## config.mk

```make
export PLATFORM = sky130hd
export DESIGN_NAME = aclk_gen
export DESIGN_NICKNAME = d
export VERILOG_FILES = /design/src/rtl/aclk_pkg.sv /design/src/rtl/aclk_cfg_check.sv /design/src/rtl/aclk_timebase.sv /design/src/rtl/aclk_pin_mux.sv /design/src/rtl/aclk_gen.sv
export SDC_FILE = /design/constraint.sdc
export NUM_CORES = 1
export LEC_CHECK = 0
export BUFFER_PORTS_ARGS = -buffer_cell sky130_fd_sc_hd__buf_2
export CAP_MARGIN = 20
export CORE_MARGIN = 8
export CORE_UTILIZATION = 40
export CTS_BUF_LIST = sky130_fd_sc_hd__clkbuf_4 sky130_fd_sc_hd__clkbuf_8 sky130_fd_sc_hd__clkbuf_16
export DETAILED_ROUTE_END_ITERATION = 16
export PLACE_DENSITY = 0.62
export SLEW_MARGIN = 20
export SYNTH_ARGS = -nofsm -noshare
export SYNTH_HDL_FRONTEND = slang
export SYNTH_HIERARCHICAL = 1
export SYNTH_SLANG_ARGS = --single-unit
```

## constraint.sdc

```tcl
create_clock -name clk -period 5.2 [get_ports clk]
set_clock_uncertainty 0.2 [all_clocks]
set_input_delay 1.04 -clock clk [delete_from_list [all_inputs] [get_ports clk]]
set_output_delay 1.04 -clock clk [all_outputs]
set_load 0.1 [all_outputs]
```

## src/rtl/aclk_pkg.sv

```systemverilog
package aclk_pkg;

    typedef enum logic {
        BCLK_DIVIDE   = 1'b0,
        BCLK_MULTIPLY = 1'b1
    } bclk_mode_e;

endpackage

```

## src/rtl/aclk_cfg_check.sv

```systemverilog
module aclk_cfg_check
    import aclk_pkg::*;
#(
    parameter int OSR_W         = 12,
    parameter int SEL_W         = 3,
    parameter int WID_W         = 6,
    parameter int MAX_DIV_LOG2  = 4,
    parameter int MUL_BASE_LOG2 = 5,
    parameter int MUL_STEPS     = 2
) (
    input  logic [OSR_W-1:0] ratio_i,
    input  bclk_mode_e       mode_i,
    input  logic [SEL_W-1:0] sel_i,
    input  logic [WID_W-1:0] width_i,
    output logic             ok_o,
    output logic [OSR_W-1:0] period_o,
    output logic [OSR_W-1:0] bits_o
);

    localparam logic [OSR_W-1:0] ONE = OSR_W'(1);

    logic [7:0]       mul_sh;
    logic [OSR_W-1:0] mask;
    logic             sel_ok;
    logic [OSR_W:0]   need;

    always_comb begin
        mul_sh = 8'(MUL_BASE_LOG2) + 8'(sel_i);
        if (mode_i == BCLK_DIVIDE) begin
            sel_ok   = (int'(sel_i) <= MAX_DIV_LOG2);
            period_o = ONE << sel_i;
            bits_o   = ratio_i >> sel_i;
            mask     = period_o - ONE;
        end else begin
            sel_ok   = (int'(sel_i) < MUL_STEPS);
            bits_o   = ONE << mul_sh;
            period_o = ratio_i >> mul_sh;
            mask     = bits_o - ONE;
        end
        need = {1'b0, OSR_W'(width_i)} << 1;
        ok_o = (ratio_i != '0) && sel_ok && ((ratio_i & mask) == '0)
            && (bits_o != '0) && (period_o != '0) && !bits_o[0]
            && ((period_o == ONE) || !period_o[0])
            && ({1'b0, bits_o} >= need);
    end

    // an accepted split always multiplies back to the ratio
    logic [2*OSR_W-1:0] prod;
    assign prod = period_o * bits_o;

    always_comb begin
        if (ok_o) begin
            assert_exact_split_R10: assert (prod == {{OSR_W{1'b0}}, ratio_i});
        end
    end

endmodule

```

## src/rtl/aclk_timebase.sv

```systemverilog
module aclk_timebase #(
    parameter int OSR_W = 12
) (
    input  logic             clk,
    input  logic             rst_n,
    input  logic             cfg_ok_i,
    input  logic [OSR_W-1:0] cfg_period_i,
    input  logic [OSR_W-1:0] cfg_bits_i,
    output logic             run_o,
    output logic             err_o,
    output logic             div1_o,
    output logic             bclk_o,
    output logic             lr_o,
    output logic             bit_stb_o,
    output logic             frm_stb_o
);

    localparam logic [OSR_W-1:0] ONE = OSR_W'(1);

    typedef struct packed {
        logic             run;
        logic             err;
        logic             div1;
        logic [OSR_W-1:0] per;
        logic [OSR_W-1:0] bits;
        logic [OSR_W-1:0] ph;
        logic [OSR_W-1:0] bc;
        logic             bclk;
        logic             lr;
        logic             bit_stb;
        logic             frm_stb;
    } tb_state_t;

    tb_state_t st_d, st_q;
    logic      frame_end;
    logic      load;

    always_comb begin
        st_d      = st_q;
        frame_end = st_q.run && (st_q.ph == st_q.per - ONE)
                    && (st_q.bc == st_q.bits - ONE);
        load      = !st_q.run || frame_end;

        if (load) begin
            st_d.ph = '0;
            st_d.bc = '0;
            if (cfg_ok_i) begin
                st_d.run  = 1'b1;
                st_d.err  = 1'b0;
                st_d.per  = cfg_period_i;
                st_d.bits = cfg_bits_i;
                st_d.div1 = (cfg_period_i == ONE);
            end else begin
                st_d.run  = 1'b0;
                st_d.err  = 1'b1;
                st_d.div1 = 1'b0;
            end
        end else if (st_q.ph == st_q.per - ONE) begin
            st_d.ph = '0;
            st_d.bc = st_q.bc + ONE;
        end else begin
            st_d.ph = st_q.ph + ONE;
        end

        st_d.bclk    = st_d.run && !st_d.div1 && (st_d.ph >= (st_d.per >> 1));
        st_d.lr      = st_d.run && (st_d.bc >= (st_d.bits >> 1));
        st_d.bit_stb = st_d.run && (st_d.ph == '0);
        st_d.frm_stb = st_d.run && (st_d.ph == '0) && (st_d.bc == '0);
    end

    always_ff @(posedge clk or negedge rst_n) begin
        if (!rst_n) begin
            st_q <= '0;
        end else begin
            st_q <= st_d;
        end
    end

    assign run_o     = st_q.run;
    assign err_o     = st_q.err;
    assign div1_o    = st_q.div1;
    assign bclk_o    = st_q.bclk;
    assign lr_o      = st_q.lr;
    assign bit_stb_o = st_q.bit_stb;
    assign frm_stb_o = st_q.frm_stb;

    assert_err_idle_R7: assert property (@(posedge clk) disable iff (!rst_n)
        st_q.err |-> !st_q.run);

    assert_idle_quiet_R7: assert property (@(posedge clk) disable iff (!rst_n)
        !st_q.run |-> (!st_q.bclk && !st_q.lr && !st_q.bit_stb && !st_q.frm_stb));

    assert_phase_bound_R2: assert property (@(posedge clk) disable iff (!rst_n)
        st_q.run |-> (st_q.ph < st_q.per) && (st_q.bc < st_q.bits));

    assert_duty_edges_R2: assert property (@(posedge clk) disable iff (!rst_n)
        (st_q.run && $past(st_q.run) && !st_q.div1 && !$stable(st_q.bclk))
        |-> ((st_q.ph == '0) || (st_q.ph == (st_q.per >> 1))));

    assert_lr_aligned_R5: assert property (@(posedge clk) disable iff (!rst_n)
        (st_q.run && $past(st_q.run) && !$stable(st_q.lr)) |-> st_q.bit_stb);

    assert_cfg_hold_R9: assert property (@(posedge clk) disable iff (!rst_n)
        (st_q.run && $past(st_q.run) && (!$stable(st_q.per) || !$stable(st_q.bits)))
        |-> st_q.frm_stb);

endmodule

```

## src/rtl/aclk_pin_mux.sv

```systemverilog
module aclk_pin_mux (
    input  logic clk,
    input  logic gate_i,
    input  logic bclk_reg_i,
    output logic bclk_o
);

    // The gate is updated at the rising edge, while the inverted clock is
    // low, so the pass-through path cannot produce a shortened pulse.
    always_comb begin
        if (gate_i) begin
            bclk_o = ~clk;
        end else begin
            bclk_o = bclk_reg_i;
        end
    end

endmodule

```

## src/rtl/aclk_gen.sv

```systemverilog
module aclk_gen
    import aclk_pkg::*;
#(
    parameter int OSR_W         = 12,
    parameter int SEL_W         = 3,
    parameter int WID_W         = 6,
    parameter int MAX_DIV_LOG2  = 4,
    parameter int MUL_BASE_LOG2 = 5,
    parameter int MUL_STEPS     = 2
) (
    input  logic             clk,
    input  logic             rst_n,
    input  logic [OSR_W-1:0] cfg_ratio,
    input  logic             cfg_mul_mode,
    input  logic [SEL_W-1:0] cfg_sel,
    input  logic [WID_W-1:0] cfg_width,
    output logic             bclk_o,
    output logic             lrclk_o,
    output logic             bit_stb_o,
    output logic             frame_stb_o,
    output logic             locked_o,
    output logic             cfg_err_o
);

    logic             chk_ok;
    logic [OSR_W-1:0] chk_period;
    logic [OSR_W-1:0] chk_bits;
    logic             tb_run;
    logic             tb_div1;
    logic             tb_bclk;
    bclk_mode_e       mode;

    assign mode = bclk_mode_e'(cfg_mul_mode);

    aclk_cfg_check #(
        .OSR_W         (OSR_W),
        .SEL_W         (SEL_W),
        .WID_W         (WID_W),
        .MAX_DIV_LOG2  (MAX_DIV_LOG2),
        .MUL_BASE_LOG2 (MUL_BASE_LOG2),
        .MUL_STEPS     (MUL_STEPS)
    ) u_check (
        .ratio_i  (cfg_ratio),
        .mode_i   (mode),
        .sel_i    (cfg_sel),
        .width_i  (cfg_width),
        .ok_o     (chk_ok),
        .period_o (chk_period),
        .bits_o   (chk_bits)
    );

    aclk_timebase #(
        .OSR_W (OSR_W)
    ) u_timebase (
        .clk          (clk),
        .rst_n        (rst_n),
        .cfg_ok_i     (chk_ok),
        .cfg_period_i (chk_period),
        .cfg_bits_i   (chk_bits),
        .run_o        (tb_run),
        .err_o        (cfg_err_o),
        .div1_o       (tb_div1),
        .bclk_o       (tb_bclk),
        .lr_o         (lrclk_o),
        .bit_stb_o    (bit_stb_o),
        .frm_stb_o    (frame_stb_o)
    );

    aclk_pin_mux u_pin (
        .clk        (clk),
        .gate_i     (tb_run & tb_div1),
        .bclk_reg_i (tb_bclk),
        .bclk_o     (bclk_o)
    );

    assign locked_o = tb_run;

    assert_lock_err_excl_R11: assert property (@(posedge clk) disable iff (!rst_n)
        !(locked_o && cfg_err_o));

endmodule

```

==> impl_results.md, run 1 <==
- Status: finished with violations
- Violated checks: negative setup slack
- Nets: 841
- Area growth, synth to finish: 26.54%
- Number of buffers added on ports: 29
- Share of the synthesized area in the top cell type: 0.2476
- Starting Density: 0.4051
- Origin of the worst setup path: cfg_sel[1]
- CP required: 5.29 ns
- EDFF count, synth: 0
- Fin area: 7033 µm²
- Crit Path Class: in2reg
- Max Fclk: 184.5 MHz
- HP Class: reg2reg
- Detailed placer's ending HPWL: between 10000 and 15000 µm
- Routed Antenna Nets: 0
- PwrDens: approximately 180 nW/µm²
- Ys Warns: 6
- Cell taking the most area after synthesis: dfrtp_1
- Vias in the first global route: roughly 5600
- Crit path cell chain: buf_6 -> and2_4 -> buf_4 -> ha_4 -> nor4bb_1 -> a211o_1 -> or3_4 -> mux2_4 -> a211o_1 -> a22o_1 -> nor4b_4 -> nand2_2 -> buf_4 -> mux2_4 -> ha_4 -> nand2b_4 -> a21oi_2 -> nor2b_1 -> o21ai_1 -> a21oi_1 -> o21a_1 -> o21ai_1 -> a21oi_1 -> o31a_1
- CTS tree: yes
- Clock Pin Slew Worst Setup and Hold Paths: 0.07 ns
- CP max FO: 4
- WP data arrival: between 5 and 6 ns
- Die W: 133.9 µm
- Post-route worst setup slack: -0.2210 ns
- Final WL: 16340 µm
- Antenna fix cells: 0
- Commonest non-fill, non-tap cells in the layout: 108 x buf_4, 55 x dfrtp_1, 51 x inv_1
- Placed instance area: 6670 µm²
- Iteration-0 DRC Markers: 403
- # setup viols final: 2
- GRT Total Usage: 0.1841
- Drt pass-1 iters: 5
- Initial antenna violation count: 0
- Die H: 133.9 µm
- Hold path startpoint: u_timebase/err_o
- Core Box Area: 13720 µm²
- Final hold violation count: 0
- Tcrit/Tclk final: 1.043
- Yosys cell types: 76
- Most common cell after layout, fill and taps aside: buf_4
- Normalized max-slew margin: 0.5163
- Syn Inst Count: 665
- Slew Viols, Final: 0
- CP Launch Type: input pin
- Final min period: around 5.4 ns
- DRC Markers: 0
- Die ar.: 17920 µm²
- Largest net degree at the start of global routing: between 50 and 60
- Clock latency on the worst-skew pair: 0.41 ns
- Final RePlAce weighted congestion: between 0.9 and 1
- Slowest CP cell: or3_4
- Sequential area share after synthesis: 0.2476
- Ports: 30
- #FFs+latches synth: 55
- Share of post-route cells with drive strength above 1: 0.2737
- Endpoint class of the critical path: register
- Ys async rst share: 1.000
- Synthesized area: ~5600 µm²
- RR Startpoint: u_timebase/st_q[40]
- Crit path largest cell delay: 0.43 ns
- Top post-synthesis cells by area: dfrtp_1 25%, ha_1 8.1%, xnor2_1 4.6%
- Post-DR vias/cell: 5.738
- Peak supply drop: between 0.00015 and 0.0002 V
- Setup TNS: -0.3241 ns
- Vias: ~5500
- Max-cap check violation count: 0
- RSZ-0062 raised after global routing: true
- Post-DR wirelength/cell: 16.99 µm
- Placement row count: 43
- Overflow after GRT: 0
- Hold_ws: 0.3606 ns
- P_leak: 3.402 nW
- Synthesized area per cell: 8.358 µm²
- Prevailing post-synth register cell: dfrtp_1
- Worst slew pin tran: 0.7240 ns
- First-pass GRT wire length: between 20000 and 30000 µm
==> cell families (layout without fill, tap and decap cells) <==
kind of cell / count (synthesis) / count (layout) / share of synthesized area
flip-flops: 55 / 55 / 0.2476
AO/OA/AOI/OAI: 147 / 147 / 0.1797
AND/OR/NAND/NOR: 242 / 242 / 0.2458
multiplexers: 46 / 46 / 0.1006
other: 1 / 4 / 0.0006747
buffers and inverters: 90 / 204 / 0.06889
adder cells (fa/ha/maj): 36 / 36 / 0.08104
XOR/XNOR: 48 / 48 / 0.07564
==> through the flow <==
stage | setup slack, ns | power (mW) | utilization | std cells
4_1_cts | -0.1386 | 1.248 | 0.5114 | 961
3_5_place_dp | -0.7609 | 0.7685 | 0.4862 | 947
6_report | -0.2210 | 1.236 | 0.5126 | 962
5_1_grt | -0.4483 | 1.294 | 0.5126 | 962
2_1_floorplan | -0.8591 | 0.6467 | - | 668
3_3_place_gp | -0.6273 | 0.7641 | 0.4862 | 947
==> state kept, by name, indices dropped and copies added, names as in the netlist <==
signal                flops
u_timebase/run_o          1
u_timebase/lr_o           1
u_timebase/st_q          48
u_timebase/bclk_o         1
u_timebase/bit_stb_o      1
u_timebase/err_o          1
u_timebase/div1_o         1
u_timebase/frm_stb_o      1
==> Yosys cell counts (all sizes together) (4+ instances only) <==
| cell type | count |
|---|---|
| xor2 | 19 |
| nor3 | 15 |
| nor2 | 50 |
| o2111ai | 4 |
| nor4 | 16 |
| mux2 | 16 |
| o211ai | 8 |
| nand4 | 10 |
| nor2b | 15 |
| a21o | 6 |
| o21ai | 34 |
| o21a | 5 |
| or4 | 8 |
| mux4 | 6 |
| a211o | 4 |
| nand2 | 44 |
| or3 | 14 |
| a21oi | 36 |
| nor3b | 5 |
| o31ai | 4 |
| a22oi | 4 |
| nand2b | 9 |
| clkbuf | 21 |
| and3b | 5 |
| buf | 17 |
| or2 | 6 |
| dfrtp | 55 |
| nand3b | 4 |
| mux2i | 24 |
| inv | 51 |
| and2 | 5 |
| nand3 | 15 |
| a31oi | 8 |
| xnor2 | 29 |
| ha | 36 |
==> layout make-up <==
class / count / area [µm²]
fillers: 1310 / 6686
multi-input cells: 523 / 3986
flip-flops and latches: 55 / 1376
repair buffers: 140 / 1002
well taps: 180 / 225.2
clock buffers: 10 / 219.0
inverters: 52 / 207.7
clock inverters: 2 / 16.27
==> metal layers <==
layer / track usage / wire length [µm]
met2: 0.3111 / 7895
met3: 0.02805 / 708
met1: 0.2222 / 7107
met5: 0 / 0
met4: 0.09482 / 630
==> power by group <==
group          internal (mW)  total, mW  switching, mW  leakage, nW
Sequential             0.427      0.427              0        0.733
Clock                  0.302      0.538          0.237        0.118
Combinational          0.132      0.271          0.139         2.55
Total                  0.861       1.24          0.375         3.40
==> timing repair <==
action / CTS / global route
pin swaps: 22 / 2
hold buffers: 0 / 0
setup buffers: 3 / 1
setup endpoints to repair: 2 / 2
gates resized for setup: 22 / 2
==> worst paths after layout <==
path | slack (ns) | cells past startpoint | endpoint
worst min register to register | 0.36 | 2 | u_timebase/err_o
worst min-delay path | 0.36 | 2 | u_timebase/err_o
worst max-delay path | -0.22 | 24 | u_timebase/lr_o
worst max register to register | 0.05 | 21 | u_timebase/lr_o
min in group asynchronous | 0.55 | 2 | u_timebase/st_q[17]
max in group asynchronous | 3.77 | 2 | u_timebase/st_q[8]
==> critical path, delay by kind of cell <==
kind / cells / cell delay (ns)
AO/OA/AOI/OAI: 10 / 1.73
buffers and inverters: 3 / 0.42
multiplexers: 2 / 0.61
AND/OR/NAND/NOR: 7 / 1.35
adder cells (fa/ha/maj): 2 / 0.37
(Power assumes the default switching activity.)
==> inputs of run 2 (changes only) <==
--- a/config.mk
+++ b/config.mk
@@ -11,6 +11,7 @@
 export CORE_UTILIZATION = 40
 export CTS_BUF_LIST = sky130_fd_sc_hd__clkbuf_4 sky130_fd_sc_hd__clkbuf_8 sky130_fd_sc_hd__clkbuf_16
 export DETAILED_ROUTE_END_ITERATION = 16
+export MAX_ROUTING_LAYER = met4
 export PLACE_DENSITY = 0.62
 export SLEW_MARGIN = 20
 export SYNTH_ARGS = -nofsm -noshare
==> impl_results.md, run 2 (synthesis results as in run 1) <==
- Metal3 WL: 626 µm (-12%)
- Max-cap check violation count: 0 (unchanged)
- Peak supply drop: 0.0001757 V (+6.7%)
- Routed length on met1: 7103 µm (about the same)
- Initial antenna violation count: 0 (unchanged)
- Antenna fix cells: 0 (unchanged)
- Core Box Area: 13720 µm² (unchanged)
- HP Class: reg2reg
- Drt pass-1 iters: 5 (unchanged)
- Largest register FFs: 48 (unchanged)
- WP data arrival: 5.41 ns (-0.10 ns)
- Die W: 133.9 µm (unchanged)
- CTS tree: yes
- Vias: 5559 (+0.71%)
- CP Launch Type: input pin
- Detailed placer's ending HPWL: 13150 µm (-0.47%)
- Max layer used: met4
- Crit Path Class: in2reg
- Iteration-0 DRC Markers: 434 (+7.7%)
- Final min period: 5.295 ns (-0.1265 ns)
- Dpl ws: -0.7781 ns (-0.01721 ns)
- Starting Density: 0.4051 (unchanged)
- GRT Total Usage: 0.1925 (+0.008483)
- RSZ-0062 raised after global routing: true
- Status: finished with violations
- First-pass GRT wire length: 27280 µm (+0.79%)
- Final hold violation count: 0 (unchanged)
- Die ar.: 17920 µm² (unchanged)
- Largest net degree at the start of global routing: 56 (unchanged)
- Clock latency on the worst-skew pair: 0.41 ns (about the same)
- Ports: 30 (unchanged)
- Biggest register: u_timebase/st_q
- Overflow after GRT: 0 (unchanged)
- # setup viols final: 2 (unchanged)
- Post-route worst setup slack: -0.09455 ns (+0.1265 ns)
- Clock Pin Slew Worst Setup and Hold Paths: 0.07 ns (about the same)
- Routed Antenna Nets: 0 (unchanged)
- Final WL: 16680 µm (+2.0%)
- Endpoint class of the critical path: register
- Nets: 843 (+0.24%)
- P_leak: 3.436 nW (+0.99%)
- Area growth, synth to finish: 27.89%
- CP max FO: 5 (+1)
- Met2 wire len: 8314 µm (+5.3%)
- Most common cell after layout, fill and taps aside: buf_4
- DRC Markers: 0 (unchanged)
- Post-DR wirelength/cell: 17.30 µm (+1.8%)
- Fill cells: 1293 (-1.3%)
- Worst slew pin tran: 0.7189 ns (-0.005186 ns)
- Max Fclk: 188.9 MHz (+2.4%)
- Share of post-route cells with drive strength above 1: 0.2819 (+0.008230)
- Commonest non-fill, non-tap cells in the layout: 108 x buf_4, 55 x dfrtp_1, 51 x inv_1
- Tcrit/Tclk final: 1.018 (-0.02432)
- CP required: 5.31 ns (+0.02 ns)
- Vias in the first global route: 5694 (+1.8%)
- Slew Viols, Final: 0 (unchanged)
- PwrDens: 179.8 nW/µm² (+2.3%)
- Post-DR vias/cell: 5.767 (+0.50%)
- Violated checks: negative setup slack
- Final RePlAce weighted congestion: 0.9367 (+2.2%)
- Placement row count: 43 (unchanged)
- Die H: 133.9 µm (unchanged)
- Hold_ws: 0.3360 ns (-0.02456 ns)
- Normalized max-slew margin: 0.5193 (+0.003017)
- Number of buffers added on ports: 29 (unchanged)
run 2: power by group:
part           internal, mW  switching, mW
Combinational         0.137          0.139
Sequential            0.427              0
Clock                 0.336          0.238
run 2: cell type report:
class	instances	area, µm²	area share
clock buffers	9	205.2	0.02887
clock inverters	3	43.79	0.006161
inverters	52	207.7	0.02922
multi-input cells	523	4015	0.5649
flip-flops and latches	55	1376	0.1936
well taps	180	225.2	0.03168
repair buffers	142	1035	0.1456
run 2: metal layers:
layer	up-vias	global-route usage
li1	2657	-
met1	2672	0.2200
met2	181	0.3220
met3	49	0.02468
met4	0	0.1079
met5	-	-
run 2: path summary, 6_finish.rpt:
check                               startpoint                   to  slack, ns  cells after the start
min in group asynchronous                rst_n  u_timebase/st_q[17]       0.55                      2
setup / recovery                    cfg_sel[0]    u_timebase/bclk_o      -0.09                     25
hold / removal                u_timebase/err_o     u_timebase/err_o       0.34                      2
hold reg to reg               u_timebase/err_o     u_timebase/err_o       0.34                      2
setup reg to reg           u_timebase/st_q[40]    u_timebase/bclk_o       0.17                     20
max in group asynchronous                rst_n  u_timebase/st_q[30]       3.78                      2
run 2: metrics by stage:
| stage | std cells | cell area [µm²] | power, mW | util | TNS, ns |
|---|---|---|---|---|---|
| 2_1_floorplan | 668 | 5733 | 0.6467 | - | -1.617 |
| 3_3_place_gp | 948 | 6678 | 0.7642 | 0.4867 | -1.253 |
| 3_5_place_dp | 948 | 6678 | 0.7674 | 0.4867 | -1.474 |
| 4_1_cts | 963 | 7068 | 1.282 | 0.5152 | -0.2008 |
| 5_1_grt | 964 | 7108 | 1.335 | 0.5181 | -0.5997 |
| 6_report | 964 | 7108 | 1.278 | 0.5181 | -0.1764 |
run 2: repair_timing:
| item | in CTS | in global routing |
|---|---|---|
| pin swaps | 23 | 5 |
| endpoints found under the setup margin | 2 | 2 |
| resized for setup | 24 | 8 |
| setup buffers | 4 | 1 |
| hold buffers | 0 | 0 |
run 2: critical path, cell delays in order:
cell       delay, ns
buf_6           0.09
and2_4          0.16
ha_4            0.28
nor2b_4         0.05
a21oi_2         0.10
or2_4           0.13
ha_4            0.14
o221ai_4        0.09
or3_4           0.37
mux2_4          0.31
a211o_1         0.25
a22o_1          0.24
nor4b_4         0.29
nand2_2         0.17
mux2_4          0.35
ha_4            0.26
nand2b_4        0.11
a21oi_2         0.04
nor2b_1         0.10
o21ai_1         0.08
a21oi_1         0.15
nor3_1          0.09
o21ai_1         0.12
o2111ai_1       0.13
a221oi_2        0.25
==> inputs of run 3 (changes only) <==
--- a/config.mk
+++ b/config.mk
@@ -11,6 +11,7 @@
 export CORE_UTILIZATION = 40
 export CTS_BUF_LIST = sky130_fd_sc_hd__clkbuf_4 sky130_fd_sc_hd__clkbuf_8 sky130_fd_sc_hd__clkbuf_16
 export DETAILED_ROUTE_END_ITERATION = 16
+export GPL_TIMING_DRIVEN = 0
 export MAX_ROUTING_LAYER = met4
 export PLACE_DENSITY = 0.62
 export SLEW_MARGIN = 20
==> impl_results.md, run 3 (synthesis results as in run 1) <==
- Status: finished with violations
- Violated checks: negative setup slack
- Critical path's most frequent cell: buf_8
- PwrDens: 189.2 nW/µm² (+5.3%)
- Antenna fix cells: 0 (unchanged)
- # setup viols final: 2 (unchanged)
- Detailed placer's ending HPWL: 12830 µm (-2.4%)
- CP max FO: 7 (+2)
- Slowest CP cell: or3_1
- Met1 GRT Util: 0.2347 (+0.01473)
- Normalized max-slew margin: 0.2863 (-0.2330)
- Number of buffers added on ports: 28 (-3.4%)
- Final RePlAce weighted congestion: 0.9630 (+2.8%)
- Clk pwr share: 0.471 (+0.021)
- CP Launch Type: input pin
- Core Box Area: 13720 µm² (unchanged)
- Dpl ws: -1.977 ns (-1.199 ns)
- Max Fclk: 167.1 MHz (-12%)
- Largest net degree at the start of global routing: 56 (unchanged)
- Die W: 133.9 µm (unchanged)
- Most used routing layer: met2
- Die H: 133.9 µm (unchanged)
- Max-cap check violation count: 0 (unchanged)
- HP Class: reg2reg
- Fin area: 6691 µm² (-5.9%)
- Met3 global-route usage: 0.03366 (+0.008975)
- Placed instance area: 6101 µm² (-8.6%)
- Final min period: 5.985 ns (+0.6909 ns)
- Sw Share: 0.3042 (+0.009206)
- Fill cells: 1331 (+2.9%)
- Overflow after GRT: 0 (unchanged)
- Final Power: 1.266 mW (-0.92%)
- Crit path largest cell delay: 0.40 ns (+0.03 ns)
- Starting Density: 0.4051 (unchanged)
- Final hold violation count: 0 (unchanged)
- DRC Markers: 0 (unchanged)
- CTS tree: yes
- RSZ-0062 raised after global routing: true
- Crit Path Class: in2reg
- WP data arrival: 6.08 ns (+0.67 ns)
- Iteration-0 DRC Markers: 442 (+1.8%)
- Hold_ws: 0.3380 ns (+0.002002 ns)
- Drt pass-1 iters: 5 (unchanged)
- Initial antenna violation count: 0 (unchanged)
- Setup TNS: -1.560 ns (-1.384 ns)
- Gate power share: 0.192 (-0.024)
- Peak supply drop: 0.0001413 V (-20%)
- Vias: 5436 (-2.2%)
- Clock Pin Slew Worst Setup and Hold Paths: 0.07 ns (about the same)
- Ports: 30 (unchanged)
- Placement row count: 43 (unchanged)
- Routed Antenna Nets: 0 (unchanged)
- Largest register FFs: 48 (unchanged)
- Met2 usage: 0.3209 (-0.001117)
- Post-DR vias/cell: 5.967 (+3.5%)
- Worst slew pin tran: 1.061 ns (+0.3419 ns)
- Nets: 790 (-6.3%)
- Final WL: 17380 µm (+4.2%)
- Area growth, synth to finish: 20.40%
- Clock latency on the worst-skew pair: 0.41 ns (about the same)
- First-pass GRT wire length: 27830 µm (+2.0%)
- GRT Total Usage: 0.1975 (+0.004926)
- Tcrit/Tclk final: 1.151 (+0.1329)
- Final core occ: 0.4877 (-0.03037)
- Die ar.: 17920 µm² (unchanged)
- P_leak: 3.155 nW (-8.2%)
- Placed cells: 876 (-7.6%)
- Switching power of the nets: 0.3851 mW (+2.2%)
- CP required: 5.30 ns (about the same)
- Endpoint class of the critical path: register
- Share of post-route cells with drive strength above 1: 0.2052 (-0.07669)
- Vias in the first global route: 5363 (-5.8%)
- Biggest register: u_timebase/st_q
- Post-route worst setup slack: -0.7855 ns (-0.6909 ns)
- Sequential share of power: 0.337 (+0.003)
- Post-Layout Cell Count: 911 (-5.5%)
- Internal power: 0.8809 mW (-2.2%)
- Commonest non-fill, non-tap cells in the layout: 55 x dfrtp_1, 51 x inv_1, 50 x nor2_1
- Slew Viols, Final: 0 (unchanged)
- Most common cell after layout, fill and taps aside: dfrtp_1
- Post-DR wirelength/cell: 19.07 µm (+10%)
==> run 3: cell types whose count changed in the layout (fill, tap and decap cells not counted), sizes merged <==
cell | previous run | this run
clkinv | 3 | 2
buf | 143 | 68
clkbuf | 8 | 31
==> run 3: worst max-delay path, delay by kind of cell <==
kind	cells	cell delay (ns)
AOI/OAI and AO/OA	11	1.66
adders and majority gates	3	0.67
and+or+nand+nor	8	1.44
buffers and inverters	5	0.66
muxes	2	0.60
==> run 3: area by class of cell <==
cell class | count | area [µm²] | share of cell area
Inverter | 52 | 207.7 | 0.03104
Multi-Input combinational cell | 523 | 3980 | 0.5948
Sequential cell | 55 | 1376 | 0.2057
Clock inverter | 2 | 35.03 | 0.005236
Clock buffer | 10 | 219.0 | 0.03272
Tap cell | 180 | 225.2 | 0.03366
Timing Repair Buffer | 51 | 344.1 | 0.05142
Buffer | 38 | 304.0 | 0.04544
==> run 3: final timing paths <==
kind	start	end	slack [ns]	cells past startpoint
max	cfg_sel[1]	u_timebase/lr_o	-0.79	29
min	u_timebase/err_o	u_timebase/err_o	0.34	2
max reg2reg	u_timebase/st_q[40]	u_timebase/lr_o	-0.32	22
min reg2reg	u_timebase/err_o	u_timebase/err_o	0.34	2
max in group asynchronous	rst_n	u_timebase/st_q[34]	3.84	1
min in group asynchronous	rst_n	u_timebase/st_q[18]	0.47	1
==> run 3: layer usage <==
layer,up-vias,share of wire
met1,2625,0.44
met2,207,0.48
met3,49,0.045
met5,-,0
li1,2555,-
met4,0,0.038
==> run 3: power groups by stage <==
stage | combinational [mW] | clock (mW) | sequential, mW
2_1_floorplan | 0.143 | 0.0680 | 0.436
6_report | 0.243 | 0.596 | 0.427
4_1_cts | 0.232 | 0.610 | 0.427
3_5_place_dp | 0.212 | 0.0747 | 0.436
3_3_place_gp | 0.211 | 0.0747 | 0.436
5_1_grt | 0.261 | 0.631 | 0.427
==> run 3: what timing repair did <==
action,in CTS,in global routing
setup buffers,20,4
cloned,0,0
hold buffers,0,0
gates resized for setup,32,14
setup endpoints to repair,23,3
pin swaps,23,14
